### src/rtl/tmr_pkg.sv
package tmr_pkg;
  localparam int unsigned ADDR_W = 2;
  localparam int unsigned CTRL_W = 4;
  localparam int unsigned RSV_W  = 4;

  typedef enum logic [ADDR_W-1:0] {
    A_CTRL  = 2'd0,
    A_COUNT = 2'd1,
    A_WAVE  = 2'd2,
    A_STAT  = 2'd3
  } reg_addr_e;

  // bit3 mode, bit2 edge polarity, bit1 write control, bit0 run
  typedef struct packed {
    logic mode_alt;
    logic edge_fall;
    logic wr_reload_only;
    logic run;
  } ctrl_t;
endpackage

### src/rtl/tmr_regs.sv
module tmr_regs
  import tmr_pkg::*;
#(
  parameter int unsigned DW = 8
) (
  input  logic              clk_i,
  input  logic              rst_ni,
  input  logic              we_i,
  input  logic [ADDR_W-1:0] addr_i,
  input  logic [DW-1:0]     wdata_i,
  input  logic [DW-1:0]     cnt_i,
  input  logic              ext_flag_i,
  output ctrl_t             ctrl_o,
  output logic              cnt_wr_o,
  output logic              flag_clr_o,
  output logic [DW-1:0]     rdata_o
);
  localparam int unsigned WAVE_W = DW - RSV_W;

  ctrl_t             ctrl_q;
  logic [WAVE_W-1:0] wave_q;
  reg_addr_e         addr;

  assign addr = reg_addr_e'(addr_i);

  always_ff @(posedge clk_i or negedge rst_ni) begin
    if (!rst_ni) begin
      ctrl_q <= '0;
      wave_q <= '0;
    end else if (we_i) begin
      if (addr == A_CTRL) ctrl_q <= ctrl_t'(wdata_i[CTRL_W-1:0]);
      if (addr == A_WAVE) wave_q <= wdata_i[DW-1:RSV_W];
    end
  end

  assign ctrl_o     = ctrl_q;
  assign cnt_wr_o   = we_i && (addr == A_COUNT);
  assign flag_clr_o = we_i && (addr == A_STAT) && wdata_i[0];

  always_comb begin
    unique case (addr)
      A_CTRL:  rdata_o = {{(DW-CTRL_W){1'b0}}, ctrl_q};
      A_COUNT: rdata_o = cnt_i;
      A_WAVE:  rdata_o = {wave_q, {RSV_W{1'b0}}};
      default: rdata_o = {{(DW-1){1'b0}}, ext_flag_i};
    endcase
  end
endmodule

### src/rtl/tmr_counter.sv
module tmr_counter #(
  parameter int unsigned DW = 8
) (
  input  logic          clk_i,
  input  logic          rst_ni,
  input  logic          count_en_i,
  input  logic          tick_i,
  input  logic          wr_i,
  input  logic          wr_cnt_i,
  input  logic [DW-1:0] wdata_i,
  output logic [DW-1:0] cnt_o,
  output logic [DW-1:0] rld_o,
  output logic          irq_o
);
  logic [DW-1:0] cnt_q, rld_q;
  logic          irq_q;
  logic          step, under;

  assign step  = count_en_i && tick_i;
  assign under = step && (cnt_q == '0);

  always_ff @(posedge clk_i or negedge rst_ni) begin
    if (!rst_ni) begin
      cnt_q <= '0;
      rld_q <= '0;
      irq_q <= 1'b0;
    end else begin
      irq_q <= under;
      if (wr_i) rld_q <= wdata_i;
      // a direct counter load takes precedence over a same-cycle tick
      if (wr_i && wr_cnt_i) cnt_q <= wdata_i;
      else if (under)       cnt_q <= rld_q;
      else if (step)        cnt_q <= cnt_q - 1'b1;
    end
  end

  assign cnt_o = cnt_q;
  assign rld_o = rld_q;
  assign irq_o = irq_q;
endmodule

### src/rtl/tmr_edge.sv
module tmr_edge (
  input  logic clk_i,
  input  logic rst_ni,
  input  logic ext_i,
  input  logic fall_i,
  input  logic clr_i,
  output logic flag_o
);
  logic lvl, lvl_q, flag_q;

  // polarity folded into the level, so a polarity change looks like an edge
  assign lvl = ext_i ^ fall_i;

  always_ff @(posedge clk_i or negedge rst_ni) begin
    if (!rst_ni) begin
      lvl_q  <= 1'b0;
      flag_q <= 1'b0;
    end else begin
      lvl_q <= lvl;
      if (lvl && !lvl_q) flag_q <= 1'b1;
      else if (clr_i)    flag_q <= 1'b0;
    end
  end

  assign flag_o = flag_q;
endmodule

### src/rtl/tmr_reload_top.sv
module tmr_reload_top
  import tmr_pkg::*;
#(
  parameter int unsigned DW = 8
) (
  input  logic              clk_i,
  input  logic              rst_ni,
  input  logic              reg_we_i,
  input  logic [ADDR_W-1:0] reg_addr_i,
  input  logic [DW-1:0]     reg_wdata_i,
  output logic [DW-1:0]     reg_rdata_o,
  input  logic              tick_i,
  input  logic              ext_i,
  output logic              irq_o,
  output logic              ext_irq_o
);
  ctrl_t         ctrl;
  logic          run, wr_reload_only, mode_alt, count_en;
  logic          cnt_wr, flag_clr, ext_flag, wr_cnt;
  logic [DW-1:0] cnt_q, rld_q;

  assign run            = ctrl.run;
  assign wr_reload_only = ctrl.wr_reload_only;
  assign mode_alt       = ctrl.mode_alt;
  assign count_en       = run && !mode_alt;
  // write control only matters while running
  assign wr_cnt         = !(run && wr_reload_only);

  tmr_regs #(.DW(DW)) u_regs (
    .clk_i      (clk_i),
    .rst_ni     (rst_ni),
    .we_i       (reg_we_i),
    .addr_i     (reg_addr_i),
    .wdata_i    (reg_wdata_i),
    .cnt_i      (cnt_q),
    .ext_flag_i (ext_flag),
    .ctrl_o     (ctrl),
    .cnt_wr_o   (cnt_wr),
    .flag_clr_o (flag_clr),
    .rdata_o    (reg_rdata_o)
  );

  tmr_counter #(.DW(DW)) u_cnt (
    .clk_i      (clk_i),
    .rst_ni     (rst_ni),
    .count_en_i (count_en),
    .tick_i     (tick_i),
    .wr_i       (cnt_wr),
    .wr_cnt_i   (wr_cnt),
    .wdata_i    (reg_wdata_i),
    .cnt_o      (cnt_q),
    .rld_o      (rld_q),
    .irq_o      (irq_o)
  );

  tmr_edge u_edge (
    .clk_i  (clk_i),
    .rst_ni (rst_ni),
    .ext_i  (ext_i),
    .fall_i (ctrl.edge_fall),
    .clr_i  (flag_clr),
    .flag_o (ext_flag)
  );

  assign ext_irq_o = ext_flag;
endmodule

### config.mk
export PLATFORM = sky130hd
export DESIGN_NAME = tmr_reload_top
export DESIGN_NICKNAME = d
export VERILOG_FILES = /design/src/rtl/tmr_pkg.sv /design/src/rtl/tmr_regs.sv /design/src/rtl/tmr_counter.sv /design/src/rtl/tmr_edge.sv /design/src/rtl/tmr_reload_top.sv
export SDC_FILE = /design/constraint.sdc
export NUM_CORES = 1
export LEC_CHECK = 0
export CORE_MARGIN = 2
export CORE_UTILIZATION = 56
export CTS_CLUSTER_SIZE = 25
export DETAILED_ROUTE_END_ITERATION = 8
export PLACE_DENSITY_LB_ADDON = 0.2
export RECOVER_POWER = 50
export SKIP_CTS_REPAIR_TIMING = 1
export SLEW_MARGIN = 20
export SYNTH_ARGS = -nofsm -noshare
export SYNTH_HDL_FRONTEND = slang
export SYNTH_SLANG_ARGS = --single-unit
### constraint.sdc
create_clock -name clk_i -period 4.89 [get_ports clk_i]
set_input_delay 0.489 -clock clk_i [delete_from_list [all_inputs] [get_ports clk_i]]
set_output_delay 0.489 -clock clk_i [all_outputs]
set_load 0.01 [all_outputs]
Word-level counts from Yosys, hierarchy flattened
Index checks and enable logic that the tools add are counted.
{ "totals": {"register_bits": 27, "latchBits": 0, "mem_bits_rw": 0, "rom_bits": 0, "in_bits": 15, "out_inout_bits": 10, "mem_count": 0} }
{ "classes": {"add_sub_neg": 1, "n_mul": 0, "div": 0, "order_cmp": 0, "n_eq_ne": 3, "shifts": 0, "mux": 6, "bitwise_logic": 1, "n_reduce_logical": 18} }
{ "op_table": {"columns": ["op", "n"], "rows": [
  ["8-bit 2-to-1 mux", 3],
  ["8-bit one-hot mux with 3 select lines", 1],
  ["1-bit logical AND", 9],
  ["8-bit logical NOT", 1],
  ["8-bit by 1-bit subtractor with 8-bit output (second input constant)", 1],
  ["2-bit == test (second input constant)", 2],
  ["2-bit AND reduction", 2],
  ["1-bit logical NOT", 3],
  ["3-bit nonzero test", 1],
  ["2-bit by 1-bit == test with 1-bit output (second input constant)", 1],
  ["2-bit logical NOT", 1],
  ["1-bit 2-to-1 mux", 2],
  ["2-bit nonzero test", 1],
  ["1-bit bitwise XOR", 1]
]} }

Depth between registers and ports, before layout
{ "logic_depth": {"depth_word": 6, "depth_mapped": 8, "ltp_nobuf": 7} }

Hierarchy
A second synthesis with hierarchy kept.
{ "unflattened": {"hier_cells": 136, "hier_area_um2": 1477.7} }
{ "by_module_without_submodules": {"columns": ["mod", "instances", "cells_each", "area_each_um2", "seq_area_each_um2"], "rows": [
  ["tmr_counter", 1, 89, 893.4, 425.4],
  ["tmr_regs", 1, 39, 491.7, 200.2],
  ["tmr_edge", 1, 6, 75.1, 50.0],
  ["tmr_reload_top", 1, 2, 17.5, 0.0]
]} }

Worst setup path after synthesis
Ideal clock, no wire load.
{ "synth_timing": {"path_kind": "flip-flop to flip-flop", "start": "reg u_cnt.cnt_q[2], in the netlist u_cnt.cnt_o[2]", "end": "reg u_cnt.cnt_q[6], in the netlist u_cnt.cnt_o[6]", "setup_time_ns": 0.118, "arrival_time_ns": 1.789, "required_ns": 4.772, "path_slack_ns": 2.983, "path_stages_with_launch": 8, "path_cell_list": "dfrtp_1 -> buf_6 -> or4_4 -> or3_1 -> buf_6 -> nand2b_4 -> o211ai_2 -> a21o_1"} }
{ "synth_via": {"elab_chain_cells": 4, "word_cells_on_any_way": 7, "cone_classes": "add/sub: 1; mux: 3; reduce/logical: 3"} }
{ "synth_lines": {"columns": ["item", "line_no", "text"], "rows": [
  ["from (decl)", "tmr_counter.sv:15", "logic [DW-1:0] cnt_q, rld_q;"],
  ["from (signal assigned)", "tmr_counter.sv:31", "if (wr_i && wr_cnt_i) cnt_q <= wdata_i;"],
  ["from (signal assigned)", "tmr_counter.sv:32", "else if (under) cnt_q <= rld_q;"],
  ["from (signal assigned)", "tmr_counter.sv:33", "else if (step) cnt_q <= cnt_q - 1'b1;"],
  ["8-bit by 1-bit subtractor with 8-bit output / 8-bit logical NOT (equally long branches)", "tmr_counter.sv:33, tmr_counter.sv:20", null],
  ["8-bit 2-to-1 mux / 1-bit logical AND (equally long branches)", "tmr_counter.sv:33, tmr_counter.sv:20", null],
  ["8-bit 2-to-1 mux", "tmr_counter.sv:32", null],
  ["8-bit 2-to-1 mux", "tmr_counter.sv:31", null]
]} }
Several ways; a longest one is shown, not always the timed one. The select of a mux whose other input is x is not followed.
A chain may end at the register's enable or synchronous reset.

Worst setup path after layout
{ "layout_timing": {"start": "in reg_addr_i[0]", "end": "out reg_rdata_o[5]"} }
{ "layout_via": {"elab_chain_cells": 2, "word_cells_on_any_way": 4, "cone_classes": "eq/ne: 2; mux: 1; reduce/logical: 1"} }
{ "layout_lines": {"columns": ["item", "line_no", "text"], "rows": [
  ["from (decl)", "tmr_reload_top.sv:9", "input logic [ADDR_W-1:0] reg_addr_i,"],
  ["2-bit == test (tied with other cells)", "tmr_regs.sv:41", "unique case (addr)"],
  ["8-bit one-hot mux with 3 select lines *", "tmr_regs.sv:41", null],
  ["to (decl)", "tmr_reload_top.sv:11", "output logic [DW-1:0] reg_rdata_o,"]
]} }
Every way passes the cells marked *; elsewhere a longest branch is shown, timed or not.

==> flow_summary.rst <==
.. list-table::
   :header-rows: 1

   * - Metric
     - Value
   * - Number of nets with antenna violations after detailed routing
     - 0
   * - DP Wirelength
     - 2.266 mm
   * - Most common flop cell mapped by yosys
     - dfrtp_1
   * - Series of cell instances along the critical path
     - dlygate4sd3_1 > nor2b_1 > a22o_1 > clkdlybuf4s50_1
   * - R2r startpoint
     - u_cnt.cnt_o[2]
   * - CTS Buffer Depth
     - 2
   * - Clock Sink Count
     - 27
   * - Starting Density
     - 59.31%
   * - Peak fanout along the critical path
     - 12
   * - RSZ-0062 raised after global routing
     - false
   * - Synthesis-to-finish area growth
     - 18.14%
   * - Cells after synthesis
     - 145
   * - Static leakage
     - 0.7417 nW
   * - Reg-to-reg slack, setup
     - 2.85 ns
   * - TritonCTS clock tree
     - yes
   * - Critical path endpoint category
     - output pin
   * - Antenna cell count
     - 0
   * - Final Routed Wirelength
     - 3.194 mm
   * - Type of the most critical hold path
     - reg -> reg
   * - WS Path Type
     - in -> out
   * - DRC violation total after the first TritonRoute iteration
     - 26
   * - Wire length per cell
     - 16.13 microns
   * - Tightest Pin Transition
     - 1.461 ns
   * - Level count of the clock H-tree
     - 1
   * - Number of synthesized register bits
     - 27
   * - Share of the synthesized area in the top cell type
     - 45.57%
   * - Layout cell share with drive strength beyond 1
     - 14.29%
   * - Worst rel slew slack
     - 2.610%
   * - Detailed-routing iteration count for the pre-antenna-repair pass
     - 4
   * - IO Port Bufs
     - 24
   * - Internal power
     - 0.4639 mW
   * - Number of global-route vias before repair
     - 1173
   * - Final Critical Period
     - 2.964 ns
   * - Final non-filler cell total
     - 198
   * - Total track usage
     - 22.05%
   * - Fraction of registers with async set/reset
     - 100.0%
   * - Number of warnings issued by yosys
     - 0
   * - Count of flip-flops with a built-in enable after synthesis
     - 0
   * - Gr ovfl total
     - 0
   * - Final hold vios
     - 0
   * - Slowest Stage Delay on Critical Path
     - 0.83 ns
   * - Dominant cell by count in the synthesized netlist
     - dfrtp_1
   * - Clock edge transition at the registers on the reported setup and hold paths
     - 0.15 ns
   * - Slew Limit Fails
     - 0
   * - Worst slack after detailed placement
     - 2.033 ns
   * - Reg-to-reg critical path endpoint
     - u_cnt.cnt_o[6]
   * - Fraction of power consumed by sequential logic
     - 48.6%
   * - Total die area
     - 0.003075 sq mm
   * - Via count normalized by instance count
     - 5.980
   * - I/O pin cnt
     - 25
   * - Switching power total
     - 0.2683 mW
   * - Worst path slowest cell
     - dlygate4sd3_1
   * - Final estimated routing congestion in global placement
     - 0.8617
   * - Data arrival time of the critical path
     - 2.47 ns
   * - Maximum number of pins on one net before global-route repair
     - 28
   * - Overall die width
     - 55.46 microns
   * - Area of the core region
     - 0.002500 sq mm
   * - Final period util
     - 60.61%
   * - Clock skew after layout
     - 0.01377 ns
   * - Number of placed cells counting well taps
     - 194
   * - Count of filler cells inserted in the layout
     - 198
   * - Switching power share of the total
     - 36.64%
   * - Top cell types by occurrence after synthesis
     - dfrtp_1, nor2_1, mux2_2
   * - First-pass GRT wire length
     - 5.368 mm
   * - Yosys cell types
     - 35
   * - Cell area after synthesis
     - 0.001483 sq mm
   * - Area leader, netlist
     - dfrtp_1
   * - Buffer and inverter count on the worst path
     - 2
   * - Max VDD drop
     - 0.3141 mV
   * - Number of nets in the finished design
     - 186
   * - Initial antenna violation count
     - 0
   * - Clock network fraction of design power
     - 13.6%
   * - WP depth
     - 4
   * - Top post-synthesis cells by area
     - dfrtp_1, mux2_2, nor2_1, a22o_1, mux2i_1
   * - Total power per unit cell area
     - 418.0 mW/mm^2
   * - Insertion delay of the later-clocked pin in the worst-skew pair
     - 0.34 ns
   * - Least setup slack across all paths after layout
     - 1.926 ns
   * - End point of the worst hold path
     - u_cnt.cnt_o[5]
   * - Vias
     - 1184
   * - FF-to-FF path depth
     - 5
   * - Std cell rows
     - 18
   * - Root cell of the clock tree
     - clkbuf_4
   * - Die Height
     - 55.46 microns
   * - Number of maximum-capacitance constraint violations
     - 0
   * - Nature of the critical path startpoint
     - primary input
   * - Crit path required time
     - 4.40 ns
   * - Comb pwr share
     - 37.8%
   * - Seq/Total Area, Yosys
     - 45.57%
   * - Setup TNS after final layout
     - 0 ns
   * - Pwr Total
     - 0.7322 mW
   * - Category of cells accounting for the largest share of critical-path delay
     - buffers and inverters
   * - Worst Hold Launch
     - u_cnt.rld_o[5]
   * - Clock buffer count from CTS
     - 3
   * - Mapped Avg Cell Area
     - 10.23 sq um
   * - Fmax achieved
     - 337.4 MHz
   * - Depth of the worst hold-timing path
     - 1
   * - Count of unresolved DRC violations after routing
     - 0
   * - Outcome
     - completed
   * - Total setup violations reported at the end of the flow
     - 0
   * - Net count after synthesis
     - 162
routing by layer:
| layer | wire [microns] | up-vias | track usage [%] |
|---|---|---|---|
| met3 | 156 | 5 | 5.621 |
| li1 | - | 566 | - |
| met4 | 41 | 0 | 9.408 |
| met1 | 1445 | 580 | 28.96 |
| met2 | 1551 | 33 | 34.52 |
| met5 | 0 | - | 0 |
cell usage in the layout (no fill, tap or decap), drive strengths merged, types with 2 or more instances in the layout:
cell and instances:
clkdlybuf4s50 20, nor2b 2, nand3b 3, or3 3, xnor2 4, nor2 18
o21ai 7, mux2 15, xor2 2, a22o 5, o22ai 5, ha 2
a21oi 7, dlygate4sd3 4, a21o 2, inv 5, nand3 3, clkbuf 4
nor3 4, mux2i 4, dfrtp 27, nor3b 2, nand2 10
through the flow:
step	hold slack, ns	util, %	cell area (sq um)
after floorplan	0.1934	-	1483
after global placement	0.4579	69.02	1725
after detailed placement	0.4665	69.02	1725
after CTS	0.4975	70.22	1755
after global routing	0.5406	70.07	1752
final	0.4963	70.07	1752
how the worst max path moves through the flow:
| stage | endpoint | start | slack [ns] |
|---|---|---|---|
| finish | reg_rdata_o[5] | reg_addr_i[0] | 1.93 |
| global route | reg_rdata_o[7] | reg_addr_i[0] | 1.87 |
| CTS | reg_rdata_o[5] | reg_addr_i[0] | 2.03 |
| detailed placement | reg_rdata_o[7] | reg_addr_i[0] | 2.03 |
| global placement | reg_rdata_o[5] | reg_addr_i[0] | 2.03 |
| floorplan | u_cnt.cnt_o[6] | u_cnt.cnt_o[2] | 2.98 |
final cells by class:
cell class,instances,area (sq um),area share (%)
multi-input combinational,107,745.7,42.57
sequential,27,675.6,38.57
timing repair buffer,25,244.0,13.93
tap,30,37.54,2.143
clock buffer,3,22.52,1.286
inverter,5,18.77,1.071
clock inverter,1,7.507,0.4286
power by group through the flow:
stage	Combinational, mW	Clock [mW]	Sequential (mW)
global placement	0.264	0	0.356
detailed placement	0.275	0	0.358
floorplan	0.212	0	0.335
CTS	0.277	0.102	0.354
finish	0.276	0.0996	0.356
global route	0.307	0.110	0.366
sequential cells by signal (all words and copies together), names as in the netlist:
name,count
u_cnt.irq_o,1
u_cnt.cnt_o,8
u_edge.flag_o,1
u_regs.wave_q,4
u_edge.lvl_q,1
u_cnt.rld_o,8
u_regs.ctrl_o,4
logic make-up (layout without fill, tap and decap cells):
| logic type | after synthesis | after routing | synth area share [%] |
|---|---|---|---|
| muxes | 19 | 19 | 14.09 |
| xor gates and xnor gates | 6 | 6 | 3.544 |
| DFF | 27 | 27 | 45.57 |
| adders and majority gates | 2 | 2 | 1.687 |
| buffers and inverters | 11 | 34 | 4.135 |
| AOI/OAI and AO/OA | 30 | 30 | 13.16 |
| and+or+nand+nor | 50 | 50 | 17.81 |
No activity file was read; power rests on OpenSTA's default activity.
